## src/rtl/bus_owner_arbiter.sv

```systemverilog
module bus_owner_arbiter #(
  parameter int          NDEV           = 4,
  parameter logic [15:0] TIMEOUT_CYCLES = 16'd24
) (
  input  logic            clk,
  input  logic            rst_n,
  input  logic [NDEV-1:0] dev_req,
  output logic [NDEV-1:0] dev_ack,
  input  logic            cpu_req,
  output logic            cpu_grant,
  output logic            cpu_timeout,
  output logic [NDEV:0]   owner_onehot,
  output logic            overlap_err
);
  localparam int OW = NDEV + 1;
  localparam logic [OW-1:0] ONE = OW'(1);

  logic [OW-1:0] owner_q, owner_d, cand, pick;
  logic [15:0]   wait_q;
  logic          gave_up_q, busy, holder_keeps, cpu_waiting;

  assign cand         = {cpu_req & ~gave_up_q, dev_req};
  assign pick         = cand & (~cand + ONE);
  assign busy         = |owner_q;
  assign holder_keeps = |(owner_q & {cpu_req, dev_req});

  always_comb begin
    if (busy) owner_d = holder_keeps ? owner_q : '0;
    else      owner_d = pick;
  end

  assign cpu_waiting = cpu_req & ~gave_up_q & ~owner_d[NDEV];

  always_ff @(posedge clk or negedge rst_n) begin
    if (!rst_n) begin
      owner_q     <= '0;
      wait_q      <= '0;
      gave_up_q   <= 1'b0;
      cpu_timeout <= 1'b0;
    end else begin
      owner_q     <= owner_d;
      cpu_timeout <= 1'b0;
      if (!cpu_req) begin
        wait_q    <= '0;
        gave_up_q <= 1'b0;
      end else if (cpu_waiting) begin
        if (wait_q == TIMEOUT_CYCLES - 16'd1) begin
          wait_q      <= '0;
          gave_up_q   <= 1'b1;
          cpu_timeout <= 1'b1;
        end else begin
          wait_q <= wait_q + 16'd1;
        end
      end else begin
        wait_q <= '0;
      end
    end
  end

  assign dev_ack      = owner_q[NDEV-1:0];
  assign cpu_grant    = owner_q[NDEV];
  assign owner_onehot = owner_q;
  assign overlap_err  = |(owner_q & (owner_q - ONE));

  assert_single_owner_R2: assert property (@(posedge clk) disable iff (!rst_n)
    $onehot0({cpu_grant, dev_ack}));

  assert_no_overlap_flag_R2: assert property (@(posedge clk) disable iff (!rst_n)
    !overlap_err);

  assert_timeout_one_cycle_R7: assert property (@(posedge clk) disable iff (!rst_n)
    cpu_timeout |=> !cpu_timeout);

  assert_timeout_not_granted_R8: assert property (@(posedge clk) disable iff (!rst_n)
    cpu_timeout |-> !cpu_grant);

  assert_release_gap_R6: assert property (@(posedge clk) disable iff (!rst_n)
    (busy && !holder_keeps) |=> !busy);

  assert_cpu_grant_after_req_R10: assert property (@(posedge clk) disable iff (!rst_n)
    $rose(cpu_grant) |-> $past(cpu_req));

  assert_cpu_hold_R5: assert property (@(posedge clk) disable iff (!rst_n)
    (cpu_grant && cpu_req) |=> cpu_grant);

  for (genvar i = 0; i < NDEV; i++) begin : g_dev_chk
    assert_ack_after_req_R10: assert property (@(posedge clk) disable iff (!rst_n)
      $rose(dev_ack[i]) |-> $past(dev_req[i]));
    assert_ack_hold_R5: assert property (@(posedge clk) disable iff (!rst_n)
      (dev_ack[i] && dev_req[i]) |=> dev_ack[i]);
  end
endmodule

```

## config.mk

```make
export PLATFORM = sky130hd
export DESIGN_NAME = bus_owner_arbiter
export DESIGN_NICKNAME = d
export VERILOG_FILES = /design/src/rtl/bus_owner_arbiter.sv
export SDC_FILE = /design/constraint.sdc
export NUM_CORES = 1
export LEC_CHECK = 0
export ABC_AREA = 1
export BUFFER_PORTS_ARGS = -buffer_cell sky130_fd_sc_hd__buf_2
export CAP_MARGIN = 5
export CORE_AREA = 2 2 80 51
export CTS_CLUSTER_SIZE = 14
export DETAILED_ROUTE_END_ITERATION = 6
export DIE_AREA = 0 0 82 53
export PLACE_DENSITY = 0.68
export REMOVE_ABC_BUFFERS = 1
export SLEW_MARGIN = 20
export SYNTH_ARGS = -nofsm -noshare
export SYNTH_HDL_FRONTEND = slang
export SYNTH_SLANG_ARGS = --single-unit
```

## constraint.sdc

```tcl
create_clock -name clk -period 1.5 [get_ports clk]
set_input_delay 0.15 -clock clk [delete_from_list [all_inputs] [get_ports clk]]
set_output_delay 0.15 -clock clk [all_outputs]
set_load 0.03 [all_outputs]
```

### Word level (Yosys, flattened, before mapping)

Cells that the tools add are included.

| operators by class | value |
|---|---|
| add/sub/neg operators | 3 |
| equal/unequal tests | 4 |
| reductions and logical operators | 4 |
| bitwise logic cells | 8 |
| multiplexer cells | 11 |

Operator list:

| cell | number |
|---|---|
| $mux W16 | 3 |
| $add A16 B1 Y16 const B | 1 |
| $eq A16 B5 Y1 const B | 1 |
| $and A5 B5 Y5 | 3 |
| $reduce_or A5 Y1 | 3 |
| $mux W5 | 2 |
| $mux W1 | 6 |
| $add A5 B1 Y5 const B | 1 |
| $not A5 Y5 | 1 |
| $sub A5 B1 Y5 const B | 1 |
| $ne A2 B1 Y1 const B | 2 |
| $and A1 B1 Y1 | 2 |
| $ne A2 B2 Y1 const B | 1 |
| $not A1 Y1 | 2 |
| $reduce_and A2 Y1 | 1 |

| word-level totals | value |
|---|---|
| input port bits | 7 |
| flip-flop bits (word level) | 23 |
| output and inout bits | 12 |

### Depth between registers and ports, before layout

| depth | value |
|---|---|
| depth after elaboration | 10 |
| gate-level depth with buffers | 9 |
| gate-level depth less buffers | 9 |

### Worst setup path before layout

No wires, ideal clock.

| path | value |
|---|---|
| path kind | register -> register |
| start point | register owner_q[1] (netlist: owner_onehot[1]) |
| end point | register wait_q[12] |
| path buffers | 1 |
| stages on the path, launching flop included | 8 |
| path slack | 0.091 ns |
| data required time | 1.384 ns |
| clock period less this slack | 1.409 ns |
| arrival time | 1.293 ns |
| setup time | 0.116 ns |
| cell sequence | dfrtp_1 > nor2_1 > nand2_1 > nor2_4 > nand2_2 > nand3_4 > buf_6 > nor2_1 |

| on the way | value |
|---|---|
| word-level cells in the longest chain between the ends | 8 |
| elaborated cells between the ends (all ways) | 9 |
| those cells by class | mux: 4; bitwise: 3; reduce/logical: 2 |

Ends and longest elaborated chain:

| element | line | RTL |
|---|---|---|
| start, declared | 18 | `logic [OW-1:0] owner_q, owner_d, cand, pick;` |
| start signal, assigned | 41 | `owner_q <= owner_d;` |
| $and A5 B5 Y5 | 25 | `assign holder_keeps = \|(owner_q & {cpu_req, dev_req});` |
| $reduce_or A5 Y1 | 25 |  |
| $mux W5 | 28 | `if (busy) owner_d = holder_keeps ? owner_q : '0;` |
| $mux W5 * | 28 |  |
| $not A1 Y1 * | 32 | `assign cpu_waiting = cpu_req & ~gave_up_q & ~owner_d[NDEV];` |
| $and A1 B1 Y1 * | 32 |  |
| $mux W16 * | 46 | `end else if (cpu_waiting) begin` |
| $mux W16 * | 43 | `if (!cpu_req) begin` |
| end signal, assigned | 52 | `wait_q <= wait_q + 16'd1;` |
| end, declared | 19 | `logic [15:0] wait_q;` |

Mark *: on every way between the ends. The rest lies on a longest branch, timed or not. The select of a mux whose other input is x is not followed.
A chain may end at the register's enable or synchronous reset.

### Worst setup path after layout

| path | value |
|---|---|
| start point | register owner_q[3] (netlist: owner_onehot[3]) |
| end point | output port overlap_err |

| on the way | value |
|---|---|
| word-level cells in the longest chain between the ends | 3 |

Ends and longest elaborated chain:

| element | line | RTL |
|---|---|---|
| $sub A5 B1 Y5 | 63 | `assign overlap_err = \|(owner_q & (owner_q - ONE));` |
| $and A5 B5 Y5 * | 63 |  |
| $reduce_or A5 Y1 * | 63 |  |
| end, declared | 13 | `output logic overlap_err` |

Mark *: on every way between the ends. The rest lies on a longest branch, timed or not.

==> results.yml <==
status:
  status: "finished with violations"
  failed_checks: "setup timing"
power_and_ir_drop:
  powerDensity_nw_per_um2: 1020
  seqPwrFrac: 0.423
  clkPwrFrac: 0.225
  p_int_mw: 1.05
  p_comb_frac: 0.351
  p_leak_nw: 0.804
  switching_share: 0.373
  p_switching_mw: 0.626
  finalPower_mw: 1.68
  peakVddDrop_mv: 0.719
die:
  core-area_um2: 3570
  dieArea_um2: 4350
  io_pins: 19
  initial_core_util: 0.391
  rows: 17
  die_h_um: 53
  die_w_um: 82
detailed_routing:
  drtAntennaViolNets: 0
  firstDrtPassIters: 4
  num_vias: 1227
  drtIter0Drc: 79
  avgRoutedWirePerCell_um: 12.3
  viasPerCell: 4.81
  drcViolationCount: 0
  finalWirelength_mm: 3.15
global_routing:
  grt_pass1_vias: 1059
  track_usage: 0.156
  antenna_found_initial: 0
  grt_max_degree: 24
  overflow: 0
  grt_pass1_wl_mm: 5.00
sta:
  whs_ns: 0.112
  drv_slew: 0
  period_minus_slack_ns: 1.50
  fmax_mhz: 665
  rsz0062_at_grt: "yes"
  layout_setup_ws_ns: -0.00409
  finalCritPeriodShare: 1.00
  setup_viol: 1
  finalClockSkew_ns: 0.00207
  tightestPinTransition_ns: 0.506
  relSlewSlack: 0.663
  final_hold_viol_count: 0
logic_synthesis:
  synth-compound-area-share: 0.0501
  synth_flop_cell: "dfrtp_1"
  synth_mux_area_frac: 0
  syn_area_per_cell_um2: 7.55
  synth_fa_ha_area_frac: 0.00895
  synthCells: 185
  synth_warnings: 0
  synth_top_family_by_area: "simple AND/OR/NAND/NOR gates"
  synthXorXnorAreaFrac: 0.0376
  netlist_area_um2: 1400
  ys_types: 27
  synth-edff-count: 0
  synth_seq_area_share: 0.412
  synth_seq_cells: 23
  async_flop_share: 1.00
  synth_simple_gate_area_frac: 0.400
placed_design:
  routabilityCongestion: 0.854
  io_buffers: 18
  post-place-ws_ns: 0.0884
  hpwl_mm: 2.17
  placedCellCount: 244
cts:
  cts_inserted_buffers: 3
  clk_latency_ns: 0.26
  h-tree-depth: 1
  clkTransAtPathRegs_ns: 0.08
  cts_tree: "done"
  clock-sinks: 23
  clockBufferDepth: 2
  clockRootBuffer: "clkbuf_8"
cells_and_area:
  layoutNonFillerInstCount: 255
  nets: 217
  fillers: 361
  multi_input_area_um2: 736
  register_area_um2: 576
  final_core_utilization: 0.459
  n_antenna_cell: 0
  syn2layout_area_growth_pct: 17.5
  drive_above_1_share: 0.221
setup_path:
  worst_path_max_delay_cell: "dfrtp_1"
  critPathArrivalTime_ns: 1.35
  required_ns: 1.35
  path_max_fanout: 5
  critPathMaxStageDelay_ns: 0.43
  r2r_slack_ns: 0.09
  cp-start-kind: "register"
  crit_type: "register to output port"
  cp-end-kind: "output port"
  rr_worst_depth: 9
  crit_chain: "nor2_2 -> nand2_2 -> a22o_1 -> buf_6"
run:
  drv_cap: 0
worst_hold_path:
  hold_depth: 3
  hp-class: "input port to register"
per-stage QoR:
stage / area (um2) / TNS, ns
2_1_floorplan: 1350 / -0.0145
3_3_place_gp: 1500 / 0
3_5_place_dp: 1500 / 0
4_1_cts: 1590 / 0
5_1_grt: 1640 / -0.265
6_report: 1640 / -0.00409
cell type report:
cell class              count  share of cell area
inverters                  21              0.0480
flip-flops and latches     23               0.351
repair buffers             24              0.0899
well taps                  47              0.0358
multi-input cells         136               0.448
clock buffers               4              0.0274
cells in the final DEF (no fill, tap or decap), types with 2 or more instances in the layout:
| cell | Yosys | layout |
|---|---|---|
| nand2_1 | 47 | 46 |
| nand3_4 | 1 | 2 |
| nor2_1 | 31 | 29 |
| buf_4 | 5 | 4 |
| nand3b_1 | 2 | 2 |
| buf_6 | 1 | 2 |
| nand4_1 | 6 | 6 |
| nand2_2 | 3 | 4 |
| nor3_1 | 5 | 5 |
| dfrtp_1 | 23 | 23 |
| nor2_4 | 3 | 3 |
| clkbuf_8 | 0 | 3 |
| xor2_1 | 5 | 5 |
| buf_2 | 0 | 17 |
| inv_1 | 20 | 20 |
| nor2_2 | 2 | 4 |
| o21ai_0 | 5 | 5 |
| nand3_1 | 15 | 15 |
cells by family (layout without fill, tap and decap cells):
group / count (synthesis) / count (layout)
buffers and inverters: 27 / 49
adders and majority gates: 1 / 1
and+or+nand+nor: 118 / 119
AOI/OAI and AO/OA: 10 / 10
xor gates and xnor gates: 6 / 6
DFF: 23 / 23
what timing repair did:
item                                    in CTS  in global routing
cloned                                       0                  1
setup buffers                                4                  1
hold buffers                                 1                  0
endpoints found under the setup margin       1                 18
pin swaps                                    0                  5
endpoints found under the hold margin       23                  0
resized for setup                            1                 10
critical path: cells and delay by family, from the launching register on:
family	cells	cell delay (ns)
flip-flops	1	0.43
AND/OR/NAND/NOR	2	0.27
AO/OA/AOI/OAI	1	0.25
buffers and inverters	1	0.15
power groups by stage:
| stage | clock network [mW] | registers, mW | logic, mW |
|---|---|---|---|
| floorplan | 0 | 0.843 | 0.209 |
| global placement | 0 | 0.723 | 0.472 |
| detailed placement | 0 | 0.728 | 0.466 |
| CTS | 0.396 | 0.699 | 0.542 |
| global route | 0.420 | 0.716 | 0.643 |
| finish | 0.378 | 0.711 | 0.590 |
registers in the layout, summed over array words and instances, names as in the netlist:
register / flops
owner_onehot: 5
gave_up_q: 1
cpu_timeout: 1
wait_q: 16
synthesized netlist by cell type (2+ instances only):
| cell | number | share of area |
|---|---|---|
| nand2_2 | 3 | 0.013 |
| nor2_2 | 2 | 0.0090 |
| nor3_1 | 5 | 0.018 |
| nand3_1 | 15 | 0.054 |
| nand4_1 | 6 | 0.027 |
| o21ai_0 | 5 | 0.018 |
| nor2_1 | 31 | 0.083 |
| xor2_1 | 5 | 0.031 |
| nor2_4 | 3 | 0.024 |
| nand3b_1 | 2 | 0.011 |
| inv_1 | 20 | 0.054 |
| buf_4 | 5 | 0.027 |
| nand2_1 | 47 | 0.13 |
| dfrtp_1 | 23 | 0.41 |
path summary, 6_finish.rpt:
kind,to,from
worst max-delay path,overlap_err,owner_onehot[3]
worst min-delay path,gave_up_q,cpu_req
worst max register to register,wait_q[14],wait_q[0]
worst min register to register,gave_up_q,gave_up_q
max in group asynchronous,wait_q[8],rst_n
min in group asynchronous,wait_q[3],rst_n
routing by layer:
layer  vias up  part of all wire  global-route usage
li1        629                 -                   -
met1       562              0.52               0.242
met2        34              0.38               0.206
met3         2             0.095              0.0478
met4         0            0.0060              0.0333
met5         -                 0                   0
Power figures use the tool's default switching activity.
